===== config.mk =====
export PLATFORM = sky130hd
export DESIGN_NAME = memtest_seq
export DESIGN_NICKNAME = d
export VERILOG_FILES = /design/src/rtl/memtest_pkg.sv /design/src/rtl/memtest_pattern.sv /design/src/rtl/memtest_lanes.sv /design/src/rtl/memtest_seq.sv
export SDC_FILE = /design/constraint.sdc
export NUM_CORES = 1
export LEC_CHECK = 0
export BUFFER_PORTS_ARGS = -buffer_cell sky130_fd_sc_hd__clkbuf_2
export CORE_MARGIN = 2
export CORE_UTILIZATION = 40
export CTS_BUF_LIST = sky130_fd_sc_hd__clkbuf_8
export CTS_CLUSTER_SIZE = 8
export DETAILED_ROUTE_END_ITERATION = 7
export PLACE_DENSITY = 0.72
export SETUP_SLACK_MARGIN = 0.3
export SYNTH_ARGS = -nofsm -noshare
export SYNTH_HDL_FRONTEND = slang
export SYNTH_SLANG_ARGS = --single-unit

===== constraint.sdc =====
create_clock -name clk -period 3 [get_ports clk]
set_input_delay 0.3 -clock clk [delete_from_list [all_inputs] [get_ports clk]]
set_output_delay 0.3 -clock clk [all_outputs]
set_load 0.01 [all_outputs]

===== src/rtl/memtest_pkg.sv =====
package memtest_pkg;

    typedef enum logic [2:0] {
        PH_SEQ  = 3'd0,
        PH_INC  = 3'd1,
        PH_MASK = 3'd2,
        PH_ADDR = 3'd3,
        PH_PD   = 3'd4,
        PH_SR   = 3'd5,
        PH_AP   = 3'd6
    } phase_t;

    typedef enum logic [2:0] {
        ST_IDLE,
        ST_WR,
        ST_WR2,
        ST_RD,
        ST_DRAIN,
        ST_HOLD
    } stage_t;

    // Data byte for a given phase, word index, pass (background/foreground) and lane.
    function automatic logic [7:0] pat_byte(phase_t ph, logic [7:0] idx, logic fg, logic [7:0] lane);
        logic [7:0] s;
        s = {idx[5:0], fg, 1'b1};
        return (s * 8'h1D) ^ (lane * 8'h35) ^ ({5'd0, ph} * 8'h4B) ^ 8'hA5;
    endfunction

    // Phase that follows p; low-power phases are skipped when lp is low.
    function automatic phase_t next_phase(phase_t p, logic lp);
        case (p)
            PH_SEQ:  return PH_INC;
            PH_INC:  return PH_MASK;
            PH_MASK: return PH_ADDR;
            PH_ADDR: return lp ? PH_PD : PH_AP;
            PH_PD:   return PH_SR;
            default: return PH_AP;
        endcase
    endfunction

endpackage


===== src/rtl/memtest_pattern.sv =====
module memtest_pattern
    import memtest_pkg::*;
#(
    parameter int ADDR_W  = 8,
    parameter int BYTES   = 2,
    parameter int SEQ_LEN = 8,
    parameter int IDX_W   = 4
) (
    input  phase_t                 phase,
    input  logic [IDX_W-1:0]       idx,
    input  logic                   fg,
    output logic [ADDR_W-1:0]      addr,
    output logic [8*BYTES-1:0]     wdata,
    output logic [BYTES-1:0]       be,
    output logic [8*BYTES-1:0]     exp_data
);
    logic [7:0]       idx8;
    logic [BYTES-1:0] alt;

    assign idx8 = 8'(idx);

    generate
        for (genvar b = 0; b < BYTES; b++) begin : g_lane
            localparam logic ODD = 1'(b % 2);
            logic [7:0] bg_b;
            logic [7:0] fg_b;
            assign alt[b]  = ODD ^ idx[0];
            assign bg_b    = pat_byte(phase, idx8, 1'b0, 8'(b));
            assign fg_b    = pat_byte(phase, idx8, 1'b1, 8'(b));
            assign wdata[8*b +: 8]    = fg ? fg_b : bg_b;
            assign exp_data[8*b +: 8] = (phase == PH_MASK && alt[b]) ? fg_b : bg_b;
        end
    endgenerate

    assign be = fg ? alt : {BYTES{1'b1}};

    always_comb begin
        case (phase)
            PH_ADDR: addr = ADDR_W'(1) << idx;
            PH_INC:  addr = ADDR_W'(SEQ_LEN) + ADDR_W'(idx);
            PH_MASK: addr = ADDR_W'(2 * SEQ_LEN) + ADDR_W'(idx);
            PH_AP:   addr = ADDR_W'(3 * SEQ_LEN) + ADDR_W'(idx);
            default: addr = ADDR_W'(idx);
        endcase
    end
endmodule


===== src/rtl/memtest_lanes.sv =====
module memtest_lanes #(
    parameter int BYTES = 2
) (
    input  logic                 clk,
    input  logic                 rst_n,
    input  logic                 valid,
    input  logic [8*BYTES-1:0]   rdata,
    input  logic [8*BYTES-1:0]   exp_data,
    output logic                 pass,
    output logic [BYTES-1:0]     pass_byte
);
    logic [BYTES-1:0] ok;
    logic             pass_d, pass_q;
    logic [BYTES-1:0] pbyte_d, pbyte_q;

    generate
        for (genvar b = 0; b < BYTES; b++) begin : g_cmp
            assign ok[b] = (rdata[8*b +: 8] == exp_data[8*b +: 8]);
        end
    endgenerate

    always_comb begin
        pass_d  = pass_q;
        pbyte_d = pbyte_q;
        if (valid) begin
            pbyte_d = ok;
            if (!(&ok)) pass_d = 1'b0;
        end
    end

    always_ff @(posedge clk) begin
        if (!rst_n) begin
            pass_q  <= 1'b1;
            pbyte_q <= {BYTES{1'b1}};
        end else begin
            pass_q  <= pass_d;
            pbyte_q <= pbyte_d;
        end
    end

    assign pass      = pass_q;
    assign pass_byte = pbyte_q;
endmodule


===== src/rtl/memtest_seq.sv =====
module memtest_seq
    import memtest_pkg::*;
#(
    parameter int ADDR_W  = 8,
    parameter int BYTES   = 2,
    parameter int SEQ_LEN = 8,
    parameter int HOLD_W  = 16
) (
    input  logic                 clk,
    input  logic                 rst_n,
    input  logic                 start,
    input  logic                 lp_enable,
    input  logic [HOLD_W-1:0]    hold_cycles,
    input  logic                 ready,
    input  logic                 rdata_valid,
    input  logic [8*BYTES-1:0]   rdata,
    output logic                 wr_req,
    output logic                 rd_req,
    output logic [ADDR_W-1:0]    addr,
    output logic [8*BYTES-1:0]   wdata,
    output logic [BYTES-1:0]     be,
    output logic                 auto_pc,
    output logic                 pd_req,
    output logic                 sr_req,
    output logic                 pass,
    output logic [BYTES-1:0]     pass_byte,
    output logic [6:0]           test_status,
    output logic                 test_done
);
    localparam int DATA_W = 8 * BYTES;
    localparam int MAXN   = (ADDR_W > SEQ_LEN) ? ADDR_W : SEQ_LEN;
    localparam int IDX_W  = $clog2(MAXN + 1);

    typedef struct packed {
        stage_t              stage;
        phase_t              phase;
        logic [IDX_W-1:0]    idx;
        logic [IDX_W-1:0]    chk;
        logic [HOLD_W-1:0]   hold;
        logic                done;
    } st_t;

    st_t st_d, st_q;

    logic [IDX_W-1:0]  cnt;
    logic              last;
    logic              advance;
    phase_t            nxt_ph;
    logic [DATA_W-1:0] exp_data;
    logic [DATA_W-1:0] unused_wdata;
    logic [ADDR_W-1:0] unused_addr;
    logic [BYTES-1:0]  unused_be;
    logic [DATA_W-1:0] unused_exp;

    assign cnt  = (st_q.phase == PH_ADDR) ? IDX_W'(ADDR_W) : IDX_W'(SEQ_LEN);
    assign last = (st_q.idx == cnt - IDX_W'(1));

    // Issue side: address, data and enables for the current request.
    memtest_pattern #(
        .ADDR_W(ADDR_W), .BYTES(BYTES), .SEQ_LEN(SEQ_LEN), .IDX_W(IDX_W)
    ) u_issue (
        .phase    (st_q.phase),
        .idx      (st_q.idx),
        .fg       (st_q.stage == ST_WR2),
        .addr     (addr),
        .wdata    (wdata),
        .be       (be),
        .exp_data (unused_exp)
    );

    // Check side: expected word for the next returning read.
    memtest_pattern #(
        .ADDR_W(ADDR_W), .BYTES(BYTES), .SEQ_LEN(SEQ_LEN), .IDX_W(IDX_W)
    ) u_expect (
        .phase    (st_q.phase),
        .idx      (st_q.chk),
        .fg       (1'b0),
        .addr     (unused_addr),
        .wdata    (unused_wdata),
        .be       (unused_be),
        .exp_data (exp_data)
    );

    memtest_lanes #(.BYTES(BYTES)) u_lanes (
        .clk       (clk),
        .rst_n     (rst_n),
        .valid     (rdata_valid),
        .rdata     (rdata),
        .exp_data  (exp_data),
        .pass      (pass),
        .pass_byte (pass_byte)
    );

    always_comb begin
        st_d      = st_q;
        st_d.done = 1'b0;
        advance   = 1'b0;
        nxt_ph    = next_phase(st_q.phase, lp_enable);
        st_d.chk  = st_q.chk + IDX_W'(rdata_valid);

        case (st_q.stage)
            ST_IDLE: begin
                if (start) begin
                    st_d.phase = PH_SEQ;
                    st_d.stage = ST_WR;
                    st_d.idx   = '0;
                    st_d.chk   = '0;
                end
            end
            ST_WR: begin
                if (ready) begin
                    if (st_q.phase == PH_INC) begin
                        st_d.stage = ST_RD;
                    end else if (last) begin
                        st_d.idx   = '0;
                        st_d.stage = (st_q.phase == PH_MASK) ? ST_WR2 : ST_RD;
                    end else begin
                        st_d.idx = st_q.idx + IDX_W'(1);
                    end
                end
            end
            ST_WR2: begin
                if (ready) begin
                    if (last) begin
                        st_d.idx   = '0;
                        st_d.stage = ST_RD;
                    end else begin
                        st_d.idx = st_q.idx + IDX_W'(1);
                    end
                end
            end
            ST_RD: begin
                if (ready) begin
                    if (last) begin
                        st_d.stage = ST_DRAIN;
                    end else begin
                        st_d.idx = st_q.idx + IDX_W'(1);
                        if (st_q.phase == PH_INC) st_d.stage = ST_WR;
                    end
                end
            end
            ST_DRAIN: begin
                if (st_q.chk == cnt) advance = 1'b1;
            end
            ST_HOLD: begin
                if (st_q.hold <= HOLD_W'(1)) advance = 1'b1;
                else st_d.hold = st_q.hold - HOLD_W'(1);
            end
            default: st_d.stage = ST_IDLE;
        endcase

        if (advance) begin
            st_d.idx = '0;
            st_d.chk = '0;
            if (st_q.phase == PH_AP) begin
                st_d.stage = ST_IDLE;
                st_d.done  = 1'b1;
            end else begin
                st_d.phase = nxt_ph;
                if (nxt_ph == PH_PD || nxt_ph == PH_SR) begin
                    st_d.stage = ST_HOLD;
                    st_d.hold  = hold_cycles;
                end else begin
                    st_d.stage = ST_WR;
                end
            end
        end
    end

    always_ff @(posedge clk) begin
        if (!rst_n) begin
            st_q.stage <= ST_IDLE;
            st_q.phase <= PH_SEQ;
            st_q.idx   <= '0;
            st_q.chk   <= '0;
            st_q.hold  <= '0;
            st_q.done  <= 1'b0;
        end else begin
            st_q <= st_d;
        end
    end

    assign wr_req      = (st_q.stage == ST_WR) || (st_q.stage == ST_WR2);
    assign rd_req      = (st_q.stage == ST_RD);
    assign auto_pc     = (st_q.phase == PH_AP) && (wr_req || rd_req);
    assign pd_req      = (st_q.stage == ST_HOLD) && (st_q.phase == PH_PD);
    assign sr_req      = (st_q.stage == ST_HOLD) && (st_q.phase == PH_SR);
    assign test_status = (st_q.stage == ST_IDLE) ? 7'd0 : (7'd1 << st_q.phase);
    assign test_done   = st_q.done;
endmodule



==> results.md <==
- Drt via density: 5.28
- Pre-CTS WS: -0.111 ns
- Mapped cell area: 0.00376 sq mm
- Maxcap violations: 0
- YS warnings: 0
- Core ar.: 0.00920 sq mm
- Gate power share: 0.380
- Crit path required time: 3.21 ns
- F_max: 325 MHz
- Yosys top cell by area: dfxtp_1
- Layout fillers: 879
- Vias: 3461
- Reg2reg start: st_q[18]$_SDFF_PP0_
- Worst-margin pin slew: 0.533 ns
- Hold Path Depth: 2
- Initial antenna violation count: 0
- Yosys cell types: 58
- Ratio of cells with drive above 1 in the final layout: 0.301
- Hpwl dp: 7.79 mm
- Post-synth EDFFs: 0
- Diode count: 0
- Flops & latches, synth: 34
- CTS tree: done
- HP Class: in2reg
- FF-to-FF End: u_lanes.pass$_SDFFE_PN1P_
- Final hold vios: 0
- Final Max Slew Viols: 0
- Worst-case reg-to-reg path depth: 10
- I/O pin cnt: 80
- Count of final setup violators: 6
- RSZ-0062 raised after global routing: true
- Max Buffers Root-to-Sink: 2
- Tcrit/Tclk final: 1.03
- Int Pwr: 0.00100 W
- Largest net degree at the start of global routing: 33
- Layout Utilization: 0.523
- Final instance area: 0.00481 sq mm
- Total Wirelength: 10.0 mm
- Wirelength per Cell: 15.3 um
- Cells after Synth: 448
- Reg power frac: 0.321
- Antenna viol nets, final: 0
- # hold bufs at CTS: 0
- Vias in the first global route: 3287
- Worst Path Arrival: 3.29 ns
- CTS buffer count: 5
- Met2 Routed Length: 4.97 mm
- CP Cell Sequence: fa_2, ha_4, ha_4, ha_4, a21oi_4, xnor2_2, mux2_4, xnor3_1, or4_4, o31ai_2
- Initial Utilization: 0.409
- Slack of the critical path: -0.0785 ns
- P&R area growth vs syn: 27.8%
- Async S/R FF share, synth: 0
- Post-place instance area: 0.00448 sq mm
- Die ar.: 0.0102 sq mm
- Commonest non-fill, non-tap cell in the layout: clkbuf_2
- Residual DRC: 0
- Hold_sp: hold_cycles[1]
- Worst-path clk slew: 0.07 ns
- Net Sw Frac: 0.324
- Routed wl met3: 358 um
- Syn Area/Cell: 8.40 sq um
- Clock root cell: clkbuf_8
- CP Capture Type: flop
- Failing checks: negative setup slack
- Chip width: 101 um
- Most used cell, CP: ha_4
- GRT Total Usage: 0.192
- Tmin final: 3.08 ns
- First-pass GRT wire length: 15.9 mm
- Grt ovf: 0
- PwrDens: 308 mW/mm^2
- H-Tree Depth: 2
- Crit path kind: reg2reg
- Most frequent cells in the layout: 76 x clkbuf_2, 43 x nand2_1, 38 x xnor2_1, 33 x nor2_1, 33 x ha_1
- Psw: 0.000480 W
- WP buf/inv: 0
- Top sig layer: met4
- Met1 Routed Length: 4.62 mm
- Hold path endpoint: st_q[2]$_SDFF_PN0_
- IO Port Bufs: 79
- Fin Hold WS: 0.241 ns
- Top area cells in the synthesized netlist: dfxtp_1 18%, ha_1 16%, xnor2_1 9.5%
- Setup crit start: st_q[18]$_SDFF_PP0_
- # rows: 35
- Clk pwr share: 0.299
- Type of origin of the critical path: flop
- R2R Setup Slk: -0.08 ns
- Drt first pass iters: 4
- Status: finished with violations
- CP max FO: 3
- Crit path max-delay family: adder cells
- CTS Sinks: 34
- Max incr delay on CP: 0.61 ns
- Clock skew: 0.00409 ns
- Final nets: 635
- Latest clock arrival within the worst-skew pair: 0.29 ns
- Initial drt markers: 134
- Syn Nets: 540
- Max VDD drop: 0.200 mV
- Post-synth top area share: 0.181
- Slowest-stage cell, CP: fa_2
- Leak: 2.31 nW
- Routability cong.: 0.935
- Seq/Total Area, Yosys: 0.181
- Slew headroom: 0.641
- Die Y: 101 um
- Ys flop type: dfxtp_1
[power groups by stage]
stage | combinational (W) | clock (W) | sequential (W)
floorplan | 0.000368 | 0 | 0.000481
global placement | 0.000489 | 0 | 0.000485
detailed placement | 0.000499 | 0 | 0.000486
CTS | 0.000515 | 0.000450 | 0.000476
global route | 0.000611 | 0.000472 | 0.000478
finish | 0.000563 | 0.000443 | 0.000476
[metal layers]
layer,GRT usage,vias up
li1,-,1742
met1,0.260,1646
met2,0.323,64
met3,0.0326,9
met4,0.0405,0
met5,0,-
[repair_timing]
| item | CTS | global route |
|---|---|---|
| buffers inserted | 4 | 4 |
| gates resized for setup | 7 | 22 |
| gates cloned | 0 | 1 |
| pin swaps | 7 | 7 |
| setup endpoints to repair | 9 | 12 |
[registers in the layout, indices dropped and copies added (netlist names)]
| signal | count |
|---|---|
| st_q | 30 |
| u_lanes.pass_byte | 2 |
| test_done | 1 |
| u_lanes.pass | 1 |
[cells in the mapped netlist (2+ instances only)]
library cell   n
or3_1          5
clkbuf_1      11
mux2i_1       12
nor3b_1        3
a22o_1         3
xnor3_1        2
buf_4          5
nor4b_1        2
xor2_1        30
and2_1         3
nand3_1        5
fa_1           6
o211a_1       11
nor4_1         5
and3b_1        2
nand3b_1       2
nor2b_1        4
o211ai_1       3
dfxtp_1       34
nor3_1        10
nor2_1        33
a21oi_1       26
mux2_2         2
buf_6          3
nand2b_1       6
ha_1          48
nand2_1       43
o21ai_0       17
a32oi_1        2
o31ai_1        2
a21o_1         6
and3_1         3
inv_1         27
nand4b_1       4
xnor2_1       41
a31oi_1        5
[worst max path at each step]
stage	slack [ns]	depth (start not counted)	end
floorplan	0.04	10	u_lanes.pass$_SDFFE_PN1P_
global placement	0.02	10	u_lanes.pass$_SDFFE_PN1P_
detailed placement	-0.11	10	u_lanes.pass$_SDFFE_PN1P_
CTS	-0.10	12	wdata[7]
global route	-0.18	12	wdata[7]
finish	-0.08	10	u_lanes.pass$_SDFFE_PN1P_
[cell families (layout without fill, tap and decap cells)]
| family | Yosys count | after routing | synth area share |
|---|---|---|---|
| and+or+nand+nor | 138 | 139 | 0.191 |
| muxes | 14 | 14 | 0.0379 |
| DFF | 34 | 34 | 0.181 |
| AOI/OAI and AO/OA | 87 | 87 | 0.157 |
| xor gates and xnor gates | 74 | 74 | 0.183 |
| adders and majority gates | 54 | 54 | 0.191 |
| buffers and inverters | 47 | 142 | 0.0582 |
[stage by stage]
stage / setup TNS (ns) / std cells / power, W
final: -0.346 / 655 / 0.00148
after global routing: -0.903 / 655 / 0.00156
after global placement: 0 / 638 / 0.000974
after detailed placement: -0.146 / 638 / 0.000985
after CTS: -0.439 / 650 / 0.00144
after floorplan: 0 / 448 / 0.000849
[cell type report]
type	instances	area [sq um]	share of cell area
clock inverters	2	33.8	0.00702
repair buffers	107	606	0.126
clock buffers	6	82.6	0.0172
flip-flops and latches	34	694	0.144
multi-input cells	368	3150	0.654
well taps	111	139	0.0289
inverters	27	109	0.0226
No activity file was read; power rests on OpenSTA's default activity.
